## src/rtl/mmap_pkg.sv

```systemverilog
// Shared types and fixed boundaries for the memory map decoder.
package mmap_pkg;
    typedef enum logic [3:0] {
        RG_ROM0, RG_ROMX, RG_VRAM, RG_XRAM, RG_WRAM0, RG_WRAMX,
        RG_OAM, RG_HOLE, RG_IO, RG_HRAM, RG_IE
    } region_e;

    localparam logic [15:0] OAM_BASE  = 16'hFE00;
    localparam logic [15:0] HOLE_BASE = 16'hFEA0;
    localparam logic [15:0] IO_BASE   = 16'hFF00;
    localparam logic [15:0] HRAM_BASE = 16'hFF80;
    localparam logic [15:0] IE_ADDR   = 16'hFFFF;
    localparam logic [7:0]  OPEN_BUS  = 8'hFF;
endpackage

```

## src/rtl/mmap_region_decode.sv

```systemverilog
// Region decoder: classifies a 16-bit address into one map region.
// Assumes: purely combinational; upper nibbles pick the coarse window,
// the 0xF000 page is split by full comparisons against fixed bases.
module mmap_region_decode
    import mmap_pkg::*;
(
    input  logic [15:0] addr,
    output region_e     region
);
    // Purpose: map the address to a region code.
    always_comb begin
        if (addr[15:14] == 2'b00)         region = RG_ROM0;
        else if (addr[15:14] == 2'b01)    region = RG_ROMX;
        else if (addr[15:13] == 3'b100)   region = RG_VRAM;
        else if (addr[15:13] == 3'b101)   region = RG_XRAM;
        else if (addr < OAM_BASE)         region = addr[12] ? RG_WRAMX : RG_WRAM0;
        else if (addr < HOLE_BASE)        region = RG_OAM;
        else if (addr < IO_BASE)          region = RG_HOLE;
        else if (addr < HRAM_BASE)        region = RG_IO;
        else if (addr < IE_ADDR)          region = RG_HRAM;
        else                              region = RG_IE;
    end
endmodule

```

## src/rtl/mmap_wram_bank.sv

```systemverilog
// Work-RAM bank register. Keeps BANK_W low bits of the written value;
// a zero selects bank 1. Assumes wr_en is already qualified by address.
module mmap_wram_bank #(
    parameter int BANK_W = 3
) (
    input  logic              clk,
    input  logic              rst_n,
    input  logic              wr_en,
    input  logic [BANK_W-1:0] wdata,
    output logic [BANK_W-1:0] bank
);
    localparam logic [BANK_W-1:0] BANK_ONE = BANK_W'(1);

    // Purpose: hold the selected bank, remapping zero to one.
    always_ff @(posedge clk) begin
        if (!rst_n)      bank <= BANK_ONE;
        else if (wr_en)  bank <= (wdata == '0) ? BANK_ONE : wdata;
    end

    // the selected bank is never zero
    assert_bank_nonzero_R6: assert property (@(posedge clk) disable iff (!rst_n)
        bank != '0);
    // a write with nonzero data is taken as is
    assert_bank_load_R6: assert property (@(posedge clk) disable iff (!rst_n)
        (wr_en && wdata != '0) |=> bank == $past(wdata));
    // without a write the bank holds
    assert_bank_hold_R6: assert property (@(posedge clk) disable iff (!rst_n)
        !wr_en |=> $stable(bank));
endmodule

```

## src/rtl/mmap_hram.sv

```systemverilog
// High RAM and interrupt-enable byte. HRAM has HRAM_N bytes indexed by
// the low address bits; index values at or above HRAM_N are never written.
module mmap_hram #(
    parameter int HRAM_N = 127,
    parameter int IDX_W  = 7
) (
    input  logic             clk,
    input  logic             rst_n,
    input  logic             hram_we,
    input  logic             ie_we,
    input  logic [IDX_W-1:0] idx,
    input  logic [7:0]       wdata,
    output logic [7:0]       hram_q,
    output logic [7:0]       ie_q
);
    logic [7:0] mem [HRAM_N];
    logic       idx_ok;

    assign idx_ok = (int'(idx) < HRAM_N);

    // Purpose: store high-RAM bytes, cleared by reset.
    always_ff @(posedge clk) begin
        if (!rst_n) begin
            for (int i = 0; i < HRAM_N; i++) mem[i] <= 8'h00;
        end else if (hram_we && idx_ok) begin
            mem[idx] <= wdata;
        end
    end

    // Purpose: store the interrupt-enable byte.
    always_ff @(posedge clk) begin
        if (!rst_n)      ie_q <= 8'h00;
        else if (ie_we)  ie_q <= wdata;
    end

    // Purpose: combinational read of the addressed byte.
    always_comb hram_q = idx_ok ? mem[idx] : 8'hFF;

    // the enable byte changes only when written
    assert_ie_hold_R10: assert property (@(posedge clk) disable iff (!rst_n)
        !ie_we |=> $stable(ie_q));
    // a high-RAM write reads back next cycle at the same index
    assert_hram_store_R10: assert property (@(posedge clk) disable iff (!rst_n)
        (hram_we && idx_ok) ##1 (idx == $past(idx)) |-> hram_q == $past(wdata));
endmodule

```

## src/rtl/mmap_rtc_file.sv

```systemverilog
// Timekeeper register file: NREG bytes chosen by sel. A selector beyond
// the file reads 0xFF and drops writes.
module mmap_rtc_file #(
    parameter int NREG  = 5,
    parameter int SEL_W = 3
) (
    input  logic             clk,
    input  logic             rst_n,
    input  logic             we,
    input  logic [SEL_W-1:0] sel,
    input  logic [7:0]       wdata,
    output logic [7:0]       rdata
);
    logic [7:0] regs [NREG];
    logic       sel_ok;

    assign sel_ok = (int'(sel) < NREG);

    // Purpose: hold the timekeeper bytes.
    always_ff @(posedge clk) begin
        if (!rst_n) begin
            for (int i = 0; i < NREG; i++) regs[i] <= 8'h00;
        end else if (we && sel_ok) begin
            regs[sel] <= wdata;
        end
    end

    // Purpose: return the selected byte.
    always_comb rdata = sel_ok ? regs[sel] : 8'hFF;
endmodule

```

## src/rtl/mem_map_decoder.sv

```systemverilog
// Banked memory map decoder. Classifies the CPU address, drives selects,
// strobes and offsets to external targets, owns the work-RAM bank
// register, high RAM, interrupt-enable byte and timekeeper bytes, and
// muxes read data combinationally. Assumes one access per cycle and that
// cpu_wr is a single-cycle-qualified strobe sampled on the rising edge.
module mem_map_decoder
    import mmap_pkg::*;
#(
    parameter int          ROM_BANK_W = 8,
    parameter int          WBANK_W    = 3,
    parameter int          RTC_NREG   = 5,
    parameter int          RTC_SEL_W  = 3,
    parameter logic [6:0]  WBANK_OFS  = 7'h70,
    localparam int         ROM_OFS_W  = 14,
    localparam int         ROM_AW     = ROM_BANK_W + ROM_OFS_W,
    localparam int         WRAM_OFS_W = 12,
    localparam int         WRAM_AW    = WBANK_W + WRAM_OFS_W
) (
    input  logic                 clk,
    input  logic                 rst_n,
    input  logic [15:0]          cpu_addr,
    input  logic [7:0]           cpu_wdata,
    input  logic                 cpu_wr,
    output logic [7:0]           cpu_rdata,
    input  logic [1:0]           video_mode,
    input  logic [ROM_BANK_W-1:0] rom_bank,
    input  logic                 rtc_en,
    input  logic                 ram_en,
    input  logic [RTC_SEL_W-1:0] rtc_sel,
    output logic                 rom_cs,
    output logic [ROM_AW-1:0]    rom_addr,
    input  logic [7:0]           rom_rdata,
    output logic                 mbc_wr,
    output logic [14:0]          mbc_addr,
    output logic                 vram_cs,
    output logic                 vram_we,
    output logic [12:0]          vram_addr,
    input  logic [7:0]           vram_rdata,
    output logic                 xram_cs,
    output logic                 xram_we,
    output logic [12:0]          xram_addr,
    input  logic [7:0]           xram_rdata,
    output logic                 wram_cs,
    output logic                 wram_we,
    output logic [WRAM_AW-1:0]   wram_addr,
    input  logic [7:0]           wram_rdata,
    output logic                 oam_cs,
    output logic                 oam_we,
    output logic [7:0]           oam_addr,
    input  logic [7:0]           oam_rdata,
    output logic                 io_cs,
    output logic                 io_we,
    output logic [6:0]           io_addr,
    input  logic [7:0]           io_rdata
);
    localparam int BANK_PAD = 8 - WBANK_W;

    region_e              region;
    logic                 is_rom, is_wram, is_wbank, oam_open;
    logic [WBANK_W-1:0]   wbank;
    logic [ROM_BANK_W-1:0] rom_page;
    logic [7:0]           hram_q, ie_q, rtc_q;
    logic                 rtc_we;

    mmap_region_decode u_dec (
        .addr   (cpu_addr),
        .region (region)
    );

    // Purpose: region qualifiers shared by selects and the read mux.
    always_comb begin
        is_rom   = (region == RG_ROM0) || (region == RG_ROMX);
        is_wram  = (region == RG_WRAM0) || (region == RG_WRAMX);
        is_wbank = (region == RG_IO) && (cpu_addr[6:0] == WBANK_OFS);
        oam_open = (video_mode < 2'd2);
        rom_page = (region == RG_ROMX) ? rom_bank : '0;
    end

    // Purpose: chip selects, offsets and write strobes toward targets.
    always_comb begin
        rom_cs    = is_rom && !cpu_wr;
        rom_addr  = {rom_page, cpu_addr[ROM_OFS_W-1:0]};
        mbc_wr    = is_rom && cpu_wr;
        mbc_addr  = cpu_addr[14:0];
        vram_cs   = (region == RG_VRAM);
        vram_we   = vram_cs && cpu_wr;
        vram_addr = cpu_addr[12:0];
        xram_cs   = (region == RG_XRAM) && !rtc_en && ram_en;
        xram_we   = xram_cs && cpu_wr;
        xram_addr = cpu_addr[12:0];
        rtc_we    = (region == RG_XRAM) && rtc_en && cpu_wr;
        wram_cs   = is_wram;
        wram_we   = is_wram && cpu_wr;
        wram_addr = {(region == RG_WRAMX) ? wbank : {WBANK_W{1'b0}},
                     cpu_addr[WRAM_OFS_W-1:0]};
        oam_cs    = (region == RG_OAM) && oam_open;
        oam_we    = oam_cs && cpu_wr;
        oam_addr  = cpu_addr[7:0];
        io_cs     = (region == RG_IO) && !is_wbank;
        io_we     = io_cs && cpu_wr;
        io_addr   = cpu_addr[6:0];
    end

    mmap_wram_bank #(.BANK_W(WBANK_W)) u_bank (
        .clk   (clk),
        .rst_n (rst_n),
        .wr_en (is_wbank && cpu_wr),
        .wdata (cpu_wdata[WBANK_W-1:0]),
        .bank  (wbank)
    );

    mmap_hram #(.HRAM_N(127), .IDX_W(7)) u_hram (
        .clk     (clk),
        .rst_n   (rst_n),
        .hram_we ((region == RG_HRAM) && cpu_wr),
        .ie_we   ((region == RG_IE) && cpu_wr),
        .idx     (cpu_addr[6:0]),
        .wdata   (cpu_wdata),
        .hram_q  (hram_q),
        .ie_q    (ie_q)
    );

    mmap_rtc_file #(.NREG(RTC_NREG), .SEL_W(RTC_SEL_W)) u_rtc (
        .clk   (clk),
        .rst_n (rst_n),
        .we    (rtc_we),
        .sel   (rtc_sel),
        .wdata (cpu_wdata),
        .rdata (rtc_q)
    );

    // Purpose: select read data for the current address.
    always_comb begin
        unique case (region)
            RG_ROM0, RG_ROMX:   cpu_rdata = rom_rdata;
            RG_VRAM:            cpu_rdata = vram_rdata;
            RG_XRAM:            cpu_rdata = rtc_en ? rtc_q : (ram_en ? xram_rdata : OPEN_BUS);
            RG_WRAM0, RG_WRAMX: cpu_rdata = wram_rdata;
            RG_OAM:             cpu_rdata = oam_open ? oam_rdata : OPEN_BUS;
            RG_IO:              cpu_rdata = is_wbank ? {{BANK_PAD{1'b1}}, wbank} : io_rdata;
            RG_HRAM:            cpu_rdata = hram_q;
            RG_IE:              cpu_rdata = ie_q;
            default:            cpu_rdata = OPEN_BUS;
        endcase
    end

    // a bank-controller write raises no memory write strobe
    assert_rom_write_isolated_R2: assert property (@(posedge clk) disable iff (!rst_n)
        mbc_wr |-> !(vram_we || xram_we || wram_we || oam_we || io_we || rom_cs));
    // external RAM is never selected while the timekeeper is enabled
    assert_xram_yields_R4: assert property (@(posedge clk) disable iff (!rst_n)
        xram_cs |-> !rtc_en);
    // sprite memory is never written in modes 2 or 3
    assert_oam_gate_R7: assert property (@(posedge clk) disable iff (!rst_n)
        oam_we |-> video_mode < 2'd2);
    // blocked sprite memory reads give open bus
    assert_oam_open_bus_R7: assert property (@(posedge clk) disable iff (!rst_n)
        (cpu_addr >= OAM_BASE && cpu_addr < HOLE_BASE && video_mode >= 2'd2) |-> cpu_rdata == 8'hFF);
    // the hole reads open bus and raises no select
    assert_hole_quiet_R8: assert property (@(posedge clk) disable iff (!rst_n)
        (cpu_addr >= HOLE_BASE && cpu_addr < IO_BASE) |->
        (cpu_rdata == 8'hFF && !oam_cs && !io_cs && !wram_cs));
    // at most one target select at a time
    assert_one_select_R5: assert property (@(posedge clk) disable iff (!rst_n)
        $onehot0({rom_cs, vram_cs, xram_cs, wram_cs, oam_cs, io_cs}));
endmodule

```

## config.mk

```make
export PLATFORM = sky130hd
export DESIGN_NAME = mem_map_decoder
export DESIGN_NICKNAME = d
export VERILOG_FILES = /design/src/rtl/mmap_pkg.sv /design/src/rtl/mmap_region_decode.sv /design/src/rtl/mmap_wram_bank.sv /design/src/rtl/mmap_hram.sv /design/src/rtl/mmap_rtc_file.sv /design/src/rtl/mem_map_decoder.sv
export SDC_FILE = /design/constraint.sdc
export NUM_CORES = 2
export LEC_CHECK = 0
export BUFFER_PORTS_ARGS = -buffer_cell sky130_fd_sc_hd__buf_2
export CORE_MARGIN = 2
export CORE_UTILIZATION = 56
export CTS_CLUSTER_SIZE = 28
export DETAILED_ROUTE_END_ITERATION = 6
export PLACE_DENSITY_LB_ADDON = 0.2
export SYNTH_ARGS = -nofsm -noshare
export SYNTH_HDL_FRONTEND = slang
export SYNTH_HIERARCHICAL = 1
export SYNTH_SLANG_ARGS = --single-unit
```

## constraint.sdc

```tcl
create_clock -name clk -period 2.9 [get_ports clk]
set_input_delay 0 -clock clk [delete_from_list [all_inputs] [get_ports clk]]
set_output_delay 0 -clock clk [all_outputs]
set_load 0.05 [all_outputs]
```

**Word-level counts from Yosys, hierarchy flattened**

Memory sizes are Yosys's and may differ from the RTL's.
Index checks and enable logic that the tools add are counted.
W data, S select, Z words.

- $lt $le $gt $ge: 8
- Equal/unequal tests: 13
- Muxes and demuxes: 33
- Reductions and logical operators: 31

Operators by type and width:

| kind | count |
|---|---|
| $lt A16 B16 Y1 const B | 5 |
| $mux W8 | 9 |
| $pmux W8 S8 | 1 |
| $mux W4 | 8 |
| $logic_and A1 B1 Y1 | 19 |
| $reduce_or A8 Y1 | 2 |
| $eq A4 B3 Y1 const B | 3 |
| $eq A4 B4 Y1 const B | 3 |
| $mux W1 | 10 |
| $mux W3 | 3 |
| $eq A4 B2 Y1 const B | 2 |
| $eq A7 B7 Y1 const B | 1 |
| $lt A7 B7 Y1 const B | 1 |
| $mux W7 | 1 |
| $eq A3 B3 Y1 const B | 2 |
| $eq A4 B1 Y1 const B | 1 |
| $logic_not A4 Y1 | 1 |
| $reduce_or A2 Y1 | 2 |
| $logic_not A1 Y1 | 3 |
| $logic_not A3 Y1 | 1 |
| $lt A3 B3 Y1 const B | 1 |
| $eq A2 B1 Y1 const B | 1 |
| $logic_not A2 Y1 | 1 |
| $logic_or A1 B1 Y1 | 2 |
| other kinds (2) | 2 |

- Register bits: 11
- Memory bits (writable): 1056
- Input port bits: 90
- Logic and storage cells: 89
- Memories kept: 2

Memories:

| name | words | width | rd ports | clocked after Yosys merged registers in | wr ports | RTL line | source |
|---|---|---|---|---|---|---|---|
| u_hram.mem | 127 | 8 | 1 | 0 | 127 | mmap_hram.sv:16 | `logic [7:0] mem [HRAM_N];` |
| u_rtc.regs | 5 | 8 | 1 | 0 | 5 | mmap_rtc_file.sv:14 | `logic [7:0] regs [NREG];` |

**Logic depth before layout (Yosys ltp)**

- Word-level depth: 19
- Gate-level depth with buffers: 15

**Cells and area by module**

Netlist, hierarchy kept.

Modules (own cells, without submodules):

| module | times used | cells an instance | area each (sq um) | seq. area each (sq um) |
|---|---|---|---|---|
| mmap_hram | 1 | 3431 | 47747.0 | 30909.6 |
| mmap_rtc_file | 1 | 154 | 1954.4 | 1201.2 |
| mem_map_decoder | 1 | 237 | 1587.8 | 0.0 |
| mmap_region_decode | 1 | 20 | 127.6 | 0.0 |
| mmap_wram_bank | 1 | 11 | 117.6 | 60.1 |

**Least setup slack after synthesis**

No wires, ideal clock.

- Path kind: input -> register
- Start point: input cpu_addr[9]
- End point: memory u_hram.mem[38][0], enable pin
- Arrival: 2.635 ns
- Data required time: 2.516 ns
- Slack: -0.119 ns
- Stages on the path: 11
- Cell sequence: and4_2 nand3_1 o22ai_1 nor2b_1 and3_1 nand2_1 nor2_1 nand2_1 buf_2 clkbuf_1 o21ai_0

RTL lines:

| what | RTL line | source |
|---|---|---|
| from (decl) | mem_map_decoder.sv:21 | `input logic [15:0] cpu_addr,` |
| to (decl) | mmap_hram.sv:16 |  |

**Final worst setup path**

- Start point: memory u_hram.mem[2][4]
- End point: output cpu_rdata[4]

- Word-level cells in the longest chain between the ends: 3

RTL lines:

| what | RTL line | source |
|---|---|---|
| $mem_v2 Z127 W8 | -- |  |
| $mux W8 | mmap_hram.sv:37 | `always_comb hram_q = idx_ok ? mem[idx] : 8'hFF;` |
| via hram_q[4] | mem_map_decoder.sv:62 | `logic [7:0] hram_q, ie_q, rtc_q;` |
| $pmux W8 S8 | mem_map_decoder.sv:134 | `unique case (region)` |
| to (decl) | mem_map_decoder.sv:24 | `output logic [7:0] cpu_rdata,` |

The timed path passes the listed nets, and every way through them passes these cells.

==> flow_summary_export.csv <==
group,metric,value,unit
cts,clk-insertion-delay-late,680,ps
logic_synthesis,postSynth.topFlopCell,"sky130_fd_sc_hd__edfxtp_1",
floorplan,floorplan.die.width,307,µm
detailed_routing,top_layer_used,"met4",
timing,final.setup.tns,-4740,ps
worst_hold_path,hp-start,"rtc_sel[0]",
cts,cts_inserted_buffers,108,
cells_and_area,area_growth,17.4,%
cts,cts_root_buffer,"sky130_fd_sc_hd__clkbuf_16",
power_and_ir_drop,sequentialPowerShare,51.0,%
detailed_routing,routed_wire_length_per_instance,27.4,µm
placed_design,place.port_buffers,201,
logic_synthesis,netlist_area,0.0515,mm²
status,outcome,"finished, violations left",
power_and_ir_drop,power_leakage,22.1,nW
logic_synthesis,synth_common_cells,"sky130_fd_sc_hd__edfxtp_1 (1064), sky130_fd_sc_hd__and2_1 (1042), sky130_fd_sc_hd__clkbuf_1 (229)",
cells_and_area,finalNonFillerCells,5554,
power_and_ir_drop,switching_share,24.4,%
logic_synthesis,ys_async_sr_fraction,0,%
logic_synthesis,post_synth.cell_area_avg,13.4,µm²
detailed_routing,final_ant_viol_nets,0,
logic_synthesis,synth.ff_latch_count,1075,
global_routing,global_route_wire_length_before_repair,222000,µm
floorplan,design.portCount,203,
power_and_ir_drop,cell_internal_power,0.0268,W
timing,final-hold-violation-count,0,
timing,slew_headroom,47.4,%
cts,cts_tree,"yes",
timing,hold-worst-slack,124,ps
cells_and_area,fillerInstances,6523,
timing,slew_at_the_pin_closest_to_its_max_slew_limit,790,ps
critical_path,category_of_the_worst_setup_path_launch_point,"flop",
timing,rsz_0062_raised_after_global_routing,"yes",
timing,maxSlewViolCount,0,
critical_path,ff2ff_path_depth,2,
logic_synthesis,post_synth_num_cell_types,77,
detailed_routing,wirelength,152000,µm
timing,finalSetupViolations,8,
critical_path,rr_endpoint,"u_hram/ie_q[7]",
critical_path,critPathCaptureType,"primary output",
cells_and_area,drive_gt1_share,26.5,%
timing,timing.final.crit_period,3660,ps
detailed_routing,drt-pass1-iter-count,6,
critical_path,timing_worst_setup_path_type,"flop to primary output",
power_and_ir_drop,totalPowerFinal,0.0354,W
logic_synthesis,post-synth-top-area-cell,"sky130_fd_sc_hd__edfxtp_1",
global_routing,globalRoute.totalOverflow,0,
placed_design,hpwl,103000,µm
cts,cts.htree.levels,3,
logic_synthesis,syn-instance-count,3853,
critical_path,timing.critical_path.required,2900,ps
power_and_ir_drop,netSwitchingPower,0.00864,W
power_and_ir_drop,max-vdd-ir-drop,0.530,mV
worst_hold_path,hold_path_cells,3,
logic_synthesis,yosys_warning_count,6,
floorplan,die_height,307,µm
cts,numClockSinks,1075,
timing,finalWorstSetupSlack,-761,ps
worst_hold_path,min_path_type,"input port to flop",
logic_synthesis,yosysTopAreaCellShare,62.0,%
placed_design,gpl.final_weighted_congestion,0.952,
floorplan,core_footprint,0.0914,mm²
detailed_routing,viasPerCell,6.32,
logic_synthesis,synth_enable_flop_cells,1064,
worst_hold_path,hold-path-endpoint,"u_rtc/regs[2][6]",
cells_and_area,register_cell_area_after_layout,0.0322,mm²
timing,period_share,126,%
cts,worst_setup_hold_path_clk_slew,60,ps
cts,cts_max_path_buffers,3,
power_and_ir_drop,power_frac_comb,10.7,%
critical_path,critical_path.max_fanout,1,
cells_and_area,design.final.nets,4367,
detailed_routing,drc,0,
critical_path,r2r_start,"u_hram/ie_q[7]",
floorplan,row_count,111,
status,failing_checks,"setup timing",
logic_synthesis,yosys.cell_count.top_type,"sky130_fd_sc_hd__edfxtp_1",
global_routing,globalRouteTotalUtil,31.9,%
timing,worst_clock_skew,0,ps
power_and_ir_drop,power-per-cell-area,585,mW/mm²
global_routing,first_global_vias,33800,
logic_synthesis,yosysSeqAreaShare,62.4,%
detailed_routing,met2_wirelength,70900,µm
cells_and_area,multi_input_area,0.0177,mm²
logic_synthesis,ys_top_cells_by_area,"sky130_fd_sc_hd__edfxtp_1 (62%), sky130_fd_sc_hd__and2_1 (13%), sky130_fd_sc_hd__mux4_2 (5.2%), sky130_fd_sc_hd__a221oi_1 (2.6%), sky130_fd_sc_hd__mux2i_1 (2.2%)",
flow_run,cap_viol_max_count,0,
power_and_ir_drop,p_clk_share,38.3,%
detailed_routing,detail_route.iter0.violations,4997,
global_routing,grt_antenna_before_repair,1,
floorplan,die_outline_area,0.0945,mm²
floorplan,effective_utilization_at_floorplan,56.4,%
critical_path,arrival,3660,ps
global_routing,largest_net_degree_at_the_start_of_global_routing,106,
detailed_routing,detailroute.via_count,35100,
placed_design,dpl.cell_count,5352,
timing,timing.fmax,0.273,GHz
detailed_routing,route.layer.met1.wl,58300,µm
detailed_routing,met3RoutedLength,17000,µm
critical_path,setup.reg_to_reg.worst_slack,2240,ps
==> layout by cell type, fill, tap and decap left out, types with 22 or more instances in the layout <==
master                      synthesis  routed
sky130_fd_sc_hd__edfxtp_1        1064    1064
sky130_fd_sc_hd__and2_1          1042    1041
sky130_fd_sc_hd__buf_4             96     475
sky130_fd_sc_hd__nor2_1           193     190
sky130_fd_sc_hd__buf_2             64     180
sky130_fd_sc_hd__o21ai_0          188     177
sky130_fd_sc_hd__a221oi_1         151     142
sky130_fd_sc_hd__mux4_2           119     119
sky130_fd_sc_hd__clkbuf_16          0     110
sky130_fd_sc_hd__mux2i_1          112     105
sky130_fd_sc_hd__nand2_1           76      69
sky130_fd_sc_hd__mux2_2            69      62
sky130_fd_sc_hd__buf_12             0      51
sky130_fd_sc_hd__and3_1            35      34
sky130_fd_sc_hd__o22ai_1           36      32
sky130_fd_sc_hd__a22oi_1           34      28
sky130_fd_sc_hd__clkinv_1           2      26
sky130_fd_sc_hd__clkinv_2           0      26
sky130_fd_sc_hd__a21oi_1           28      25
sky130_fd_sc_hd__o221ai_1          25      24
sky130_fd_sc_hd__clkbuf_1         229      24
sky130_fd_sc_hd__nor2b_1           26      22
==> registers in the layout, summed over array words and instances, names as in the netlist <==
name	cells
u_bank/bank	3
u_hram/ie_q	8
u_hram/mem	1024
u_rtc/regs	40
==> what timing repair did <==
item                                    in CTS  in global routing
resized for setup                           71                 19
endpoints found under the setup margin       8                  8
pin swaps                                   39                 15
hold endpoints to repair                   256                  0
buffers inserted                             0                  0
hold buffers                                10                  0
==> power groups by stage <==
stage,Clock (W),Sequential (W),Combinational (W)
floorplan,0,0.0182,0.00201
global placement,0,0.0183,0.00356
detailed placement,0,0.0184,0.00359
CTS,0.0137,0.0181,0.00369
global route,0.0142,0.0181,0.00391
finish,0.0136,0.0181,0.00378
==> layer usage <==
| metal | vias up | global-route usage (%) |
|---|---|---|
| li1 | 15100 | - |
| met1 | 17400 | 44.1 |
| met2 | 2309 | 50.8 |
| met3 | 350 | 5.97 |
| met4 | 0 | 12.2 |
| met5 | - | 0 |
==> logic make-up (layout without fill, tap and decap cells) <==
group | count (synthesis) | after routing | synth area share [%]
compound gates | 580 | 580 | 7.95
flops | 1075 | 1075 | 62.4
other cells | 1 | 10 | 0.00728
simple gates | 1470 | 1470 | 16.6
buf+inv | 427 | 933 | 4.09
mux | 300 | 300 | 8.88
==> worst max-delay path by stage <==
stage,end,start,cells past startpoint
floorplan,u_hram/mem[38][0],cpu_addr[9],11
global placement,cpu_rdata[3],cpu_addr[0],14
detailed placement,cpu_rdata[3],cpu_addr[0],14
CTS,cpu_rdata[4],u_hram/mem[52][4],8
global route,cpu_rdata[4],u_hram/mem[2][4],10
finish,cpu_rdata[4],u_hram/mem[2][4],10
==> layout make-up <==
| cell class | instances | area share, % |
|---|---|---|
| tap | 1186 | 2.45 |
| antenna | 2 | 0.00827 |
| inverter | 10 | 0.0662 |
| sequential | 1075 | 53.2 |
| multi-input combinational | 2358 | 29.3 |
| clock inverter | 62 | 0.852 |
| timing repair buffer | 724 | 9.40 |
| clock buffer | 137 | 4.77 |
==> critical path: stages, from the launching register on <==
cell and delay, ps:
sky130_fd_sc_hd__edfxtp_1 360, sky130_fd_sc_hd__mux2_4 300, sky130_fd_sc_hd__a221o_1 320, sky130_fd_sc_hd__a221oi_2 300, sky130_fd_sc_hd__nor4_2 90, sky130_fd_sc_hd__or3_1 370, sky130_fd_sc_hd__a221o_1 400, sky130_fd_sc_hd__a221oi_2 230
sky130_fd_sc_hd__nor3_1 70, sky130_fd_sc_hd__or3_1 350, sky130_fd_sc_hd__buf_6 170
==> per-stage QoR <==
stage          instance area (µm²)  worst slack (ps)  utilization [%]
2_1_floorplan                51600              -119                -
3_3_place_gp                 56700              -663             62.0
3_5_place_dp                 56700              -672             62.0
4_1_cts                      60400              -769             66.1
5_1_grt                      60500              -874             66.2
6_report                     60500              -761             66.2
(Power assumes the default switching activity.)
